[src/rtl/sff_pkg.sv]
// Shared types for the serial flash framer.
// Assumes: one state encoding used by the sequencer and the top level.
package sff_pkg;
    typedef enum logic [2:0] {
        ST_IDLE,
        ST_SWITCH,
        ST_SETUP,
        ST_CLK,
        ST_HOLD,
        ST_DESEL
    } sff_state_e;
endpackage

[src/rtl/sff_cfg_hold.sv]
// Held copies of the framer settings and the select pattern built from them.
// Assumes: load is high only while the controller is disabled and idle, so
// settings never change inside a frame.
module sff_cfg_hold #(
    parameter int DIV_W    = 4,
    parameter int DLY_W    = 8,
    parameter int CS_LINES = 4
) (
    input  logic                clk,
    input  logic                rst_n,
    input  logic                load,
    input  logic [DIV_W-1:0]    cfg_div,
    input  logic                cfg_cpol,
    input  logic                cfg_cpha,
    input  logic [CS_LINES-1:0] cfg_cs,
    input  logic                cfg_dec,
    input  logic [DLY_W-1:0]    cfg_t_setup,
    input  logic [DLY_W-1:0]    cfg_t_hold,
    input  logic [DLY_W-1:0]    cfg_t_desel,
    input  logic [DLY_W-1:0]    cfg_t_switch,
    output logic [DIV_W-1:0]    div_q,
    output logic                cpol_q,
    output logic                cpha_q,
    output logic                dec_q,
    output logic [DLY_W-1:0]    su_q,
    output logic [DLY_W-1:0]    hd_q,
    output logic [DLY_W-1:0]    ds_q,
    output logic [DLY_W-1:0]    sw_q,
    output logic [CS_LINES-1:0] cs_pat
);
    localparam int CS_IDX_W = $clog2(CS_LINES);

    logic [CS_LINES-1:0] cs_q;
    logic [CS_IDX_W-1:0] idx;

    // Capture all settings while loading is allowed.
    always_ff @(posedge clk) begin
        if (!rst_n) begin
            div_q  <= '0;
            cpol_q <= 1'b0;
            cpha_q <= 1'b0;
            dec_q  <= 1'b0;
            cs_q   <= '0;
            su_q   <= '0;
            hd_q   <= '0;
            ds_q   <= '0;
            sw_q   <= '0;
        end else if (load) begin
            div_q  <= cfg_div;
            cpol_q <= cfg_cpol;
            cpha_q <= cfg_cpha;
            dec_q  <= cfg_dec;
            cs_q   <= cfg_cs;
            su_q   <= cfg_t_setup;
            hd_q   <= cfg_t_hold;
            ds_q   <= cfg_t_desel;
            sw_q   <= cfg_t_switch;
        end
    end

    assign idx = cs_q[CS_IDX_W-1:0];

    // One line per select: raw bit when decoded, one-hot low otherwise.
    for (genvar i = 0; i < CS_LINES; i++) begin : g_line
        assign cs_pat[i] = dec_q ? cs_q[i] : (idx != CS_IDX_W'(i));
    end
endmodule

[src/rtl/sff_seq.sv]
// Frame sequencer: switch gap, set-up, clocking, hold and deselect phases.
// Assumes: settings are stable while not idle; a gap of 0 counts as 1 cycle.
// Produces a one-cycle toggle request for every serial clock edge.
module sff_seq
    import sff_pkg::*;
#(
    parameter int DIV_W    = 4,
    parameter int DLY_W    = 8,
    parameter int LEN_W    = 6,
    parameter int CS_LINES = 4
) (
    input  logic                clk,
    input  logic                rst_n,
    input  logic                en,
    input  logic                req,
    input  logic [LEN_W-1:0]    bits,
    input  logic [DIV_W-1:0]    div,
    input  logic [DLY_W-1:0]    su,
    input  logic [DLY_W-1:0]    hd,
    input  logic [DLY_W-1:0]    ds,
    input  logic [DLY_W-1:0]    sw,
    input  logic [CS_LINES-1:0] cs_pat,
    output sff_state_e          st,
    output logic                tog,
    output logic                sel_active,
    output logic                done
);
    localparam int CNT_W = (DLY_W > DIV_W) ? DLY_W : DIV_W;

    logic [CNT_W-1:0]    cnt;
    logic [LEN_W:0]      edges;
    logic [CS_LINES-1:0] last_pat;
    logic                last_vld;

    // Cycle count loaded on entry to a gap phase: the gap minus one, floor 0.
    function automatic logic [CNT_W-1:0] gap_ld(input logic [DLY_W-1:0] d);
        return (d == '0) ? '0 : CNT_W'(d - 1'b1);
    endfunction

    // Phase state, down-counter and remaining-edge count.
    always_ff @(posedge clk) begin
        if (!rst_n) begin
            st       <= ST_IDLE;
            cnt      <= '0;
            edges    <= '0;
            last_pat <= '1;
            last_vld <= 1'b0;
            done     <= 1'b0;
        end else begin
            done <= 1'b0;
            unique case (st)
                ST_IDLE: begin
                    if (en && req) begin
                        edges    <= {bits, 1'b0};
                        last_pat <= cs_pat;
                        last_vld <= 1'b1;
                        if (last_vld && (last_pat != cs_pat)) begin
                            st  <= ST_SWITCH;
                            cnt <= gap_ld(sw);
                        end else begin
                            st  <= ST_SETUP;
                            cnt <= gap_ld(su);
                        end
                    end
                end
                ST_SWITCH: begin
                    if (cnt == '0) begin
                        st  <= ST_SETUP;
                        cnt <= gap_ld(su);
                    end else begin
                        cnt <= cnt - 1'b1;
                    end
                end
                ST_SETUP: begin
                    if (cnt != '0) begin
                        cnt <= cnt - 1'b1;
                    end else if (edges == '0) begin
                        st  <= ST_HOLD;
                        cnt <= gap_ld(hd);
                    end else begin
                        st    <= ST_CLK;
                        edges <= edges - 1'b1;
                        cnt   <= CNT_W'(div);
                    end
                end
                ST_CLK: begin
                    if (cnt != '0) begin
                        cnt <= cnt - 1'b1;
                    end else begin
                        edges <= edges - 1'b1;
                        if (edges == (LEN_W+1)'(1)) begin
                            st  <= ST_HOLD;
                            cnt <= gap_ld(hd);
                        end else begin
                            cnt <= CNT_W'(div);
                        end
                    end
                end
                ST_HOLD: begin
                    if (cnt == '0) begin
                        st  <= ST_DESEL;
                        cnt <= gap_ld(ds);
                    end else begin
                        cnt <= cnt - 1'b1;
                    end
                end
                ST_DESEL: begin
                    if (cnt == '0) begin
                        st   <= ST_IDLE;
                        done <= 1'b1;
                    end else begin
                        cnt <= cnt - 1'b1;
                    end
                end
                default: st <= ST_IDLE;
            endcase
        end
    end

    // Edge request: end of set-up (first edge) or end of each half-period.
    assign tog = (cnt == '0) &&
                 (((st == ST_SETUP) && (edges != '0)) || (st == ST_CLK));

    // Select is driven low during set-up, clocking and hold.
    assign sel_active = (st == ST_SETUP) || (st == ST_CLK) || (st == ST_HOLD);
endmodule

[src/rtl/sff_sclk_drv.sv]
// Serial clock register and edge-role strobes.
// Assumes: tog pulses once per edge; edge numbering restarts at each frame.
module sff_sclk_drv (
    input  logic clk,
    input  logic rst_n,
    input  logic at_idle,
    input  logic tog,
    input  logic cpol,
    input  logic cpha,
    output logic sclk,
    output logic samp_stb,
    output logic shift_stb
);
    logic odd_q;

    // Clock level, odd/even edge tracking and the two strobes.
    always_ff @(posedge clk) begin
        if (!rst_n) begin
            sclk      <= 1'b0;
            odd_q     <= 1'b1;
            samp_stb  <= 1'b0;
            shift_stb <= 1'b0;
        end else begin
            samp_stb  <= tog && (odd_q ^ cpha);
            shift_stb <= tog && !(odd_q ^ cpha);
            if (at_idle) begin
                sclk  <= cpol;
                odd_q <= 1'b1;
            end else if (tog) begin
                sclk  <= ~sclk;
                odd_q <= ~odd_q;
            end
        end
    end
endmodule

[src/rtl/sflash_frame_gen.sv]
// Serial flash clock and select framer (top level).
// Assumes: settings load only while en is low and no frame is running;
// requests are accepted only while idle and enabled.
module sflash_frame_gen
    import sff_pkg::*;
#(
    parameter int DIV_W    = 4,
    parameter int DLY_W    = 8,
    parameter int LEN_W    = 6,
    parameter int CS_LINES = 4
) (
    input  logic                clk,
    input  logic                rst_n,
    input  logic                en,
    input  logic [DIV_W-1:0]    cfg_div,
    input  logic                cfg_cpol,
    input  logic                cfg_cpha,
    input  logic [CS_LINES-1:0] cfg_cs,
    input  logic                cfg_dec,
    input  logic [DLY_W-1:0]    cfg_t_setup,
    input  logic [DLY_W-1:0]    cfg_t_hold,
    input  logic [DLY_W-1:0]    cfg_t_desel,
    input  logic [DLY_W-1:0]    cfg_t_switch,
    input  logic                xfer_req,
    input  logic [LEN_W-1:0]    xfer_bits,
    output logic                sclk,
    output logic [CS_LINES-1:0] cs_n,
    output logic                samp_stb,
    output logic                shift_stb,
    output logic                done,
    output logic                idle
);
    sff_state_e          st;
    logic [DIV_W-1:0]    div_q;
    logic                cpol_q, cpha_q, hold_dec;
    logic [DLY_W-1:0]    su_q, hd_q, ds_q, sw_q;
    logic [CS_LINES-1:0] cs_pat;
    logic                tog, sel_active;

    assign idle = (st == ST_IDLE);

    sff_cfg_hold #(.DIV_W(DIV_W), .DLY_W(DLY_W), .CS_LINES(CS_LINES)) u_cfg (
        .clk(clk), .rst_n(rst_n), .load(!en && idle),
        .cfg_div(cfg_div), .cfg_cpol(cfg_cpol), .cfg_cpha(cfg_cpha),
        .cfg_cs(cfg_cs), .cfg_dec(cfg_dec),
        .cfg_t_setup(cfg_t_setup), .cfg_t_hold(cfg_t_hold),
        .cfg_t_desel(cfg_t_desel), .cfg_t_switch(cfg_t_switch),
        .div_q(div_q), .cpol_q(cpol_q), .cpha_q(cpha_q), .dec_q(hold_dec),
        .su_q(su_q), .hd_q(hd_q), .ds_q(ds_q), .sw_q(sw_q), .cs_pat(cs_pat)
    );

    sff_seq #(.DIV_W(DIV_W), .DLY_W(DLY_W), .LEN_W(LEN_W), .CS_LINES(CS_LINES)) u_seq (
        .clk(clk), .rst_n(rst_n), .en(en), .req(xfer_req), .bits(xfer_bits),
        .div(div_q), .su(su_q), .hd(hd_q), .ds(ds_q), .sw(sw_q), .cs_pat(cs_pat),
        .st(st), .tog(tog), .sel_active(sel_active), .done(done)
    );

    sff_sclk_drv u_drv (
        .clk(clk), .rst_n(rst_n), .at_idle(idle), .tog(tog),
        .cpol(cpol_q), .cpha(cpha_q),
        .sclk(sclk), .samp_stb(samp_stb), .shift_stb(shift_stb)
    );

    // Select lines: pattern during the framed phases, all high otherwise.
    assign cs_n = sel_active ? cs_pat : '1;
endmodule

[config.mk]
export PLATFORM = sky130hd
export DESIGN_NAME = sflash_frame_gen
export DESIGN_NICKNAME = d
export VERILOG_FILES = /design/src/rtl/sff_pkg.sv /design/src/rtl/sff_cfg_hold.sv /design/src/rtl/sff_seq.sv /design/src/rtl/sff_sclk_drv.sv /design/src/rtl/sflash_frame_gen.sv
export SDC_FILE = /design/constraint.sdc
export NUM_CORES = 1
export LEC_CHECK = 0
export ABC_CLOCK_PERIOD_IN_PS = 5400
export CAP_MARGIN = 20
export CORE_MARGIN = 2
export CORE_UTILIZATION = 59
export CTS_CLUSTER_DIAMETER = 150
export DETAILED_ROUTE_END_ITERATION = 16
export PLACE_DENSITY = 0.88
export RECOVER_POWER = 100
export SLEW_MARGIN = 20
export SYNTH_ARGS = -nofsm -noshare
export SYNTH_HDL_FRONTEND = slang
export SYNTH_SLANG_ARGS = --single-unit
export TNS_END_PERCENT = 10
[constraint.sdc]
create_clock -name clk -period 5.4 [get_ports clk]
set_clock_uncertainty 0.1 [all_clocks]
set_input_delay 1.35 -clock clk [delete_from_list [all_inputs] [get_ports clk]]
set_output_delay 1.35 -clock clk [all_outputs]
set_load 0.02 [all_outputs]
==> flow_summary.json, run 1 <==
{
  "yosysMostFrequentCell": "nand2_1",
  "synth_seq_area_share": 0.3331,
  "status": "complete, but fails checks",
  "period_minus_slack_ps": 3972,
  "placed_area_mm2": 0.004878,
  "yosys_warnings": 0,
  "synth_top_cell_area_share": 0.3331,
  "fp.dieW_um": 89.04,
  "drc": 0,
  "hold_end": "u_cfg.div_q[2]",
  "synthToLayoutAreaGrowth_pct": 18.09,
  "ys_ff_latch": 71,
  "pwr_density_cell_mw_per_mm2": 530.0,
  "synth_common_cells": "125 x nand2_1, 71 x dfxtp_1, 41 x a21oi_1",
  "synthArstFlopShare": 0,
  "gr-total-overflow": 0,
  "power_mw": 2.670,
  "hold_viol_final": 0,
  "peakVddDrop_uv": 232.6,
  "rsz0062_at_grt": "false",
  "grt_start_max_net_pins": 56,
  "slew_viol_final": 44,
  "fmax_mhz": 251.8,
  "r2r_start": "u_seq.cnt[2]",
  "syn_inst": 565,
  "dp.final_hpwl_um": 8071,
  "post-route-util": 0.7060,
  "cts_made_buffers": 9,
  "worstReg2RegEnd": "u_seq.edges[6]",
  "postCtsResizedCells": 0,
  "diodes": 0,
  "r2r_cells": 7,
  "timing.final.crit_share": 0.7355,
  "required_ps": 3950,
  "crit_path_start_kind": "flip-flop",
  "start_util": 0.5978,
  "crit_type": "flip-flop to output pin",
  "setup-tns-final_ps": 0,
  "ctsRootBufferMaster": "clkbuf_8",
  "max_slew_margin": -0.1917,
  "h-tree-depth": 3,
  "min_path_type": "flip-flop to flip-flop",
  "rows": 31,
  "instances_no_fill": 711,
  "violations": "max-capacitance violations, max-slew violations",
  "cts_sinks": 71,
  "synth_fp_nets": 629,
  "layout_setup_ws_ps": 1428,
  "die_height_um": 89.04,
  "dieArea_mm2": 0.007928,
  "syn_avg_cell_area_um2": 7.551,
  "drive_above_1_share": 0.04575,
  "core_area_mm2": 0.007137,
  "drtIter0Drc": 390,
  "drtAntennaViolNets": 0,
  "antenna_found_initial": 0,
  "post_cts_buffers": 0,
  "ctsHoldBuffers": 0,
  "worst_pin_slew_ps": 1788,
  "place_ws_ps": 1863,
  "dp_cells": 695,
  "worstSetupEndpointType": "output pin",
  "cp_max_fo": 11,
  "vias_per_cell": 5.973,
  "port_buffers": 61,
  "drv_cap": 1,
  "drt-total-wl_um": 11250,
  "design_area_mm2": 0.005039,
  "num-nets-final": 671,
  "synth-main-ff-cell": "dfxtp_1",
  "crit_arrival_ps": 2520,
  "vias": 4247,
  "min_from": "u_cfg.div_q[2]",
  "finalHoldWorstSlack_ps": 364.5,
  "leakage_nw": 1.883,
  "clk_latency_ps": 350,
  "hold_depth": 2,
  "synth_area_mm2": 0.004267,
  "clkTransAtPathRegs_ps": 80,
  "place.gp.congestion": 0.9965,
  "synth_top_area_cell": "dfxtp_1",
  "finalSetupViolCount": 0,
  "rrSetupSlack_ps": 1870,
  "track_usage": 0.2866,
  "drt_first_pass_iters": 5,
  "io_pins": 62,
  "synth-edff-count": 0,
  "ys_types": 69,
  "grt_pass1_vias": 3782,
  "synth_area_leaders": "dfxtp_1 33%, nand2_1 11%, a21oi_1 4.8%",
  "cts_tree": "built",
  "routedWlPerCell_um": 15.83,
  "cts_max_path_buffers": 2,
  "grt_pass1_wl_um": 17680
}
## per-layer routing
layer	track usage	wire, um	vias up
met2	0.4586	5317	177
met1	0.3719	4772	1969
met4	0.1208	320	0
li1	-	-	2065
met3	0.06741	841	36
met5	0	0	-
## logic make-up (layout without fill, tap and decap cells)
family | after synthesis | after routing | share of synthesized area
mux | 7 | 7 | 0.01701
xor+xnor | 23 | 23 | 0.04721
simple gates | 241 | 241 | 0.2610
flops | 71 | 71 | 0.3331
fa+ha+maj | 11 | 11 | 0.03226
compound gates | 155 | 155 | 0.2528
buf+inv | 57 | 104 | 0.05660
## flip-flops by register name, summed over array words and instances, names as in the netlist, 3 cells and up
signal,flops
u_cfg.cs_q,4
u_cfg.div_q,4
u_cfg.ds_q,8
u_cfg.hd_q,8
u_cfg.su_q,8
u_cfg.sw_q,8
u_seq.cnt,8
u_seq.edges,7
u_seq.last_pat,4
u_seq.st,3
## power by group
part / switching [mW] / internal [mW] / total [mW]
Combinational: 0.881 / 0.543 / 1.42
Sequential: 0.161 / 0.647 / 0.807
Clock: 0.221 / 0.218 / 0.439
## worst max path at each step
stage / slack [ps] / from / to
floorplan: 2330 / u_seq.st[2] / cs_n[2]
global placement: 1910 / u_seq.st[2] / cs_n[2]
detailed placement: 1860 / u_seq.st[2] / cs_n[1]
CTS: 1480 / u_seq.st[2] / cs_n[1]
global route: 1290 / u_seq.st[2] / cs_n[1]
finish: 1430 / u_seq.st[2] / cs_n[1]
## final cells by class
| type | instances | area, um^2 |
|---|---|---|
| Inverter | 23 | 86.33 |
| Clock inverter | 7 | 80.08 |
| Sequential cell | 71 | 1421 |
| Fill cell | 595 | 2098 |
| Clock buffer | 9 | 123.9 |
| Tap cell | 99 | 123.9 |
| Timing Repair Buffer | 65 | 633.1 |
| Multi-Input combinational cell | 437 | 2570 |
## worst max-delay path, stage by stage (launching register included)
cell and delay [ps]:
dfxtp_1 510, nor2b_1 510, nand2b_1 260, nand2_1 180
nand2_1 70, dlygate4sd3_1 650
## layout by cell type (no fill, tap or decap), drive strengths merged, types with 3 or more instances in the layout
cell type	netlist	routed
xor2	7	7
a31oi	7	7
o31ai	8	8
o21ai	17	17
o32ai	3	3
or4	5	5
o211ai	9	9
nor2b	7	7
inv	23	25
clkdlybuf4s50	0	50
nor3	20	20
nand2b	5	5
a21oi	42	42
dfxtp	71	71
nand3	11	11
nor3b	6	6
dlygate4sd3	0	11
and2	3	3
nand2	125	125
a311oi	3	3
nor2	39	39
a211oi	7	7
a21boi	28	28
mux2i	5	5
o22ai	10	10
ha	11	11
nor4	9	9
clkbuf	25	11
xnor2	16	16
(Power assumes the default switching activity.)
==> run 2, diff against run 1 <==
--- a/config.mk
+++ b/config.mk
@@ -5,13 +5,13 @@
 export SDC_FILE = /design/constraint.sdc
 export NUM_CORES = 1
 export LEC_CHECK = 0
-export ABC_CLOCK_PERIOD_IN_PS = 5400
+export ABC_CLOCK_PERIOD_IN_PS = 3400
 export CAP_MARGIN = 20
 export CORE_MARGIN = 2
-export CORE_UTILIZATION = 59
+export CORE_UTILIZATION = 50
 export CTS_CLUSTER_DIAMETER = 150
 export DETAILED_ROUTE_END_ITERATION = 16
-export PLACE_DENSITY = 0.88
+export PLACE_DENSITY = 0.79
 export RECOVER_POWER = 100
 export SLEW_MARGIN = 20
 export SYNTH_ARGS = -nofsm -noshare
==> constraint.sdc (replaced) <==
create_clock -name clk -period 3.4 [get_ports clk]
set_clock_uncertainty 0.1 [all_clocks]
set_input_delay 0.85 -clock clk [delete_from_list [all_inputs] [get_ports clk]]
set_output_delay 0.85 -clock clk [all_outputs]
set_load 0.02 [all_outputs]
==> flow_summary.json, run 2 (synthesized netlist as in run 1, its figures left out) <==
{
  "status": "finished clean",
  "crit_type": "flip-flop to output pin",
  "drt_first_pass_iters": 5,
  "max_slew_margin": 0.2645,
  "grt_pass1_vias": 3777,
  "num-nets-final": 676,
  "cts_max_path_buffers": 2,
  "ctsHoldBuffers": 0,
  "required_ps": 2450,
  "peakVddDrop_uv": 345.8,
  "cts_sinks": 71,
  "h-tree-depth": 3,
  "r2r_cells": 7,
  "clkTransAtPathRegs_ps": 80,
  "pwr_density_cell_mw_per_mm2": 834.1,
  "cts_tree": "built",
  "grt_pass1_wl_um": 17440,
  "hold_viol_final": 0,
  "final_common_cell": "nand2_1",
  "drive_above_1_share": 0.05186,
  "worstSetupEndpointType": "output pin",
  "crit_chain": "or3_1, inv_1, clkdlybuf4s50_1",
  "rsz0062_at_grt": "false",
  "ctsRootBufferMaster": "clkbuf_8",
  "dieArea_mm2": 0.009288,
  "drc": 0,
  "drtAntennaViolNets": 0,
  "routedWlPerCell_um": 15.17,
  "vias_per_cell": 5.827,
  "dp.final_hpwl_um": 8004,
  "worst_pin_slew_ps": 1101,
  "antenna_found_initial": 0,
  "min_path_type": "flip-flop to flip-flop",
  "cts_made_buffers": 9,
  "vias": 4207,
  "slew_viol_final": 0,
  "setup-tns-final_ps": 0,
  "fp.dieW_um": 96.38,
  "hold_depth": 2,
  "die_height_um": 96.38,
  "grt_start_max_net_pins": 44,
  "diodes": 0,
  "place.gp.congestion": 0.9434,
  "post_cts_buffers": 0,
  "core_area_mm2": 0.008258,
  "crit_arrival_ps": 2270,
  "drt-total-wl_um": 10960,
  "crit_path_start_kind": "flip-flop",
  "cp_max_fo": 20,
  "port_buffers": 61,
  "synthToLayoutAreaGrowth_pct": 19.06,
  "leakage_nw": 1.909,
  "cp_slowest_cell": "clkdlybuf4s50_1",
  "drtIter0Drc": 212,
  "postCtsResizedCells": 0,
  "final_cell_mix": "125 x nand2_1, 71 x dfxtp_1, 52 x clkdlybuf4s50_1, 42 x a21oi_1, 38 x nor2_1",
  "rows": 33,
  "gr-total-overflow": 0,
  "io_pins": 62,
  "fmax_mhz": 310.3,
  "start_util": 0.5167,
  "finalSetupViolCount": 0,
  "period_minus_slack_ps": 3223,
  "clk_latency_ps": 360,
  "max_stage_delay_ps": 640,
  "track_usage": 0.2426,
  "timing.final.crit_share": 0.9479,
  "drv_cap": 0,
  "power_mw": 4.237
}
[run 2: cell types whose count changed in the layout (fill, tap and decap cells not counted)]
cell,change
a21boi_0,+1
dlygate4sd3_1,-2
clkinv_2,+1
clkbuf_8,+1
a21boi_1,-1
clkinv_4,-1
inv_6,-1
inv_1,+1
clkbuf_2,+2
buf_4,+3
clkdlybuf4s50_1,+2
inv_2,-1
[run 2: metal layers]
metal | track usage | part of all wire | up-vias
li1 | - | - | 2081
met1 | 0.3110 | 0.45 | 1927
met2 | 0.4016 | 0.46 | 175
met3 | 0.04500 | 0.068 | 24
met4 | 0.1009 | 0.024 | 0
met5 | 0 | 0 | -
[run 2: final cells by class]
cell class,instances,area (um^2)
Timing Repair Buffer,70,665.6
Inverter,23,86.33
Fill cell,741,3178
Multi-Input combinational cell,437,2570
Tap cell,105,131.4
Clock buffer,10,137.6
Clock inverter,6,67.56
Sequential cell,71,1421
[run 2: worst paths after layout]
path | startpoint | end | slack [ps]
worst max register to register | u_seq.cnt[2] | u_seq.edges[6] | 330
worst min-delay path | u_cfg.div_q[2] | u_cfg.div_q[2] | 370
worst min register to register | u_cfg.div_q[2] | u_cfg.div_q[2] | 370
worst max-delay path | u_seq.st[0] | idle | 180
[run 2: through the flow]
stage	hold WS, ps	cells	util	worst slack [ps]	area, um^2
detailed placement	359.5	706	0.5962	634.4	4923
global placement	346.5	706	0.5962	681.0	4923
CTS	370.5	722	0.6211	253.9	5129
finish	369.8	722	0.6152	177.2	5080
floorplan	334.2	565	-	826.0	4267
global route	388.6	722	0.6152	80.83	5080
[run 2: report_power, final]
group	internal [mW]	switching (mW)
combinational	0.881	1.38
sequential	1.03	0.249
clock	0.361	0.336
[run 2: worst max-delay path: cells and delay by family (launching register included)]
family | cells | cell delay [ps]
buffers and inverters | 2 | 860
flip-flops | 1 | 500
AND/OR/NAND/NOR | 1 | 560
==> run 3, diff against run 2 <==
--- a/config.mk
+++ b/config.mk
@@ -8,10 +8,10 @@
 export ABC_CLOCK_PERIOD_IN_PS = 3400
 export CAP_MARGIN = 20
 export CORE_MARGIN = 2
-export CORE_UTILIZATION = 50
+export CORE_UTILIZATION = 45
 export CTS_CLUSTER_DIAMETER = 150
 export DETAILED_ROUTE_END_ITERATION = 16
-export PLACE_DENSITY = 0.79
+export PLACE_DENSITY = 0.73
 export RECOVER_POWER = 100
 export SLEW_MARGIN = 20
 export SYNTH_ARGS = -nofsm -noshare
==> flow_summary.json, run 3 (synthesized netlist as in run 1, its figures left out) <==
{
  "drt-total-wl_um": 10990,
  "slew_viol_final": 44,
  "timing.final.crit_share": 0.9122,
  "drt_first_pass_iters": 5,
  "status": "complete, but fails checks",
  "drtIter0Drc": 269,
  "hold_viol_final": 0,
  "peakVddDrop_uv": 356.1,
  "antenna_found_initial": 0,
  "grt_pass1_wl_um": 18570,
  "crit_buf_inv": 2,
  "vias": 4100,
  "cp_top_family": "buffers and inverters",
  "dp.final_hpwl_um": 8205,
  "period_minus_slack_ps": 3101,
  "max_stage_delay_ps": 640,
  "gr-total-overflow": 0,
  "post_cts_buffers": 0,
  "max_slew_margin": -0.1174,
  "cts_sinks": 71,
  "drv_cap": 1,
  "grt_pass1_vias": 3830,
  "final_common_cell": "nand2_1",
  "required_ps": 2450,
  "port_buffers": 61,
  "pwr_density_cell_mw_per_mm2": 827.9,
  "finalSetupViolCount": 0,
  "layout_setup_ws_ps": 298.5,
  "synthToLayoutAreaGrowth_pct": 19.71,
  "grt_start_max_net_pins": 44,
  "worst_pin_slew_ps": 1676,
  "dp_cells": 731,
  "core_area_mm2": 0.009240,
  "clk_latency_ps": 350,
  "worstSetupEndpointType": "output pin",
  "place.gp.congestion": 0.9239,
  "drive_above_1_share": 0.04854,
  "cts_max_path_buffers": 2,
  "vias_per_cell": 5.489,
  "violations": "max-capacitance violations, max-slew violations",
  "setup-tns-final_ps": 0,
  "crit_chain": "or3_1, inv_1, clkdlybuf4s50_1",
  "placed_area_mm2": 0.004961,
  "final_cell_mix": "125 x nand2_1, 71 x dfxtp_1, 53 x clkdlybuf4s50_1, 42 x a21oi_1, 38 x nor2_1",
  "fillers": 899,
  "finalHoldWorstSlack_ps": 366.8,
  "cp_max_fo": 11,
  "num-nets-final": 677,
  "drc": 0,
  "io_pins": 62,
  "postCtsResizedCells": 0,
  "start_util": 0.4617,
  "ctsRootBufferMaster": "clkbuf_8",
  "cts_tree": "built",
  "fmax_mhz": 322.4,
  "design_area_mm2": 0.005107,
  "rows": 35,
  "diodes": 0,
  "dieArea_mm2": 0.01028,
  "leakage_nw": 1.909,
  "ctsHoldBuffers": 0,
  "crit_arrival_ps": 2150,
  "fp.dieW_um": 101.4,
  "routedWlPerCell_um": 14.71,
  "track_usage": 0.2238,
  "min_path_type": "flip-flop to flip-flop",
  "clkTransAtPathRegs_ps": 80,
  "die_height_um": 101.4,
  "cts_made_buffers": 9,
  "instances_no_fill": 747,
  "drtAntennaViolNets": 0,
  "crit_type": "flip-flop to output pin",
  "place_ws_ps": 692.1,
  "cp_slowest_cell": "clkdlybuf4s50_1",
  "h-tree-depth": 3,
  "crit_path_start_kind": "flip-flop",
  "rsz0062_at_grt": "false"
}
-- run 3: changes by cell type in the layout (fill, tap and decap cells not counted), sizes merged --
cell           delta
buf               +1
clkbuf            +1
clkdlybuf4s50     +1
clkinvlp          -1
dlygate4sd3       -1
-- run 3: cell type report --
class,count,area [um^2],area share
timing repair buffer,71,670.6,0.1313
clock buffer,11,141.4,0.02768
inverter,23,86.33,0.01690
clock inverter,5,56.30,0.01102
tap,129,161.4,0.03160
multi-input combinational,437,2570,0.5032
sequential,71,1421,0.2783
-- run 3: worst reg2reg max path, stage by stage (launching register included) --
cell      delay, ps
dfxtp_1         370
nor4_1          500
or3b_1          660
o21ai_0         270
a21oi_1         110
a211oi_1        510
mux2i_1         270
nor2b_1          60
-- run 3: worst paths after layout --
check                               startpoint              to  slack, ps  cells after the start
worst min-delay path            u_cfg.div_q[2]  u_cfg.div_q[2]        370                      2
worst max-delay path               u_seq.st[2]            idle        300                      3
worst min register to register  u_cfg.div_q[2]  u_cfg.div_q[2]        370                      2
worst max register to register    u_seq.cnt[2]     u_seq.st[0]        460                      7
-- run 3: through the flow --
step,util,power [mW]
final,0.5527,4.228
after global routing,0.5527,4.575
after floorplan,-,3.026
after detailed placement,0.5369,3.603
after global placement,0.5369,3.559
after CTS,0.5583,4.295
-- run 3: power by group --
part	total (mW)	internal, mW	leakage [nW]	switching, mW
clock	0.682	0.359	0.0997	0.323
combinational	2.29	0.896	1.23	1.40
sequential	1.25	1.03	0.583	0.227
total	4.23	2.28	1.91	1.95
-- run 3: layer usage --
layer  part of all wire  GRT usage  up-vias
met2               0.46     0.3566      120
met1               0.47     0.3154     1884
met4              0.013    0.05925        0
li1                   -          -     2081
met3              0.055    0.03589       15
met5                  0          0        -
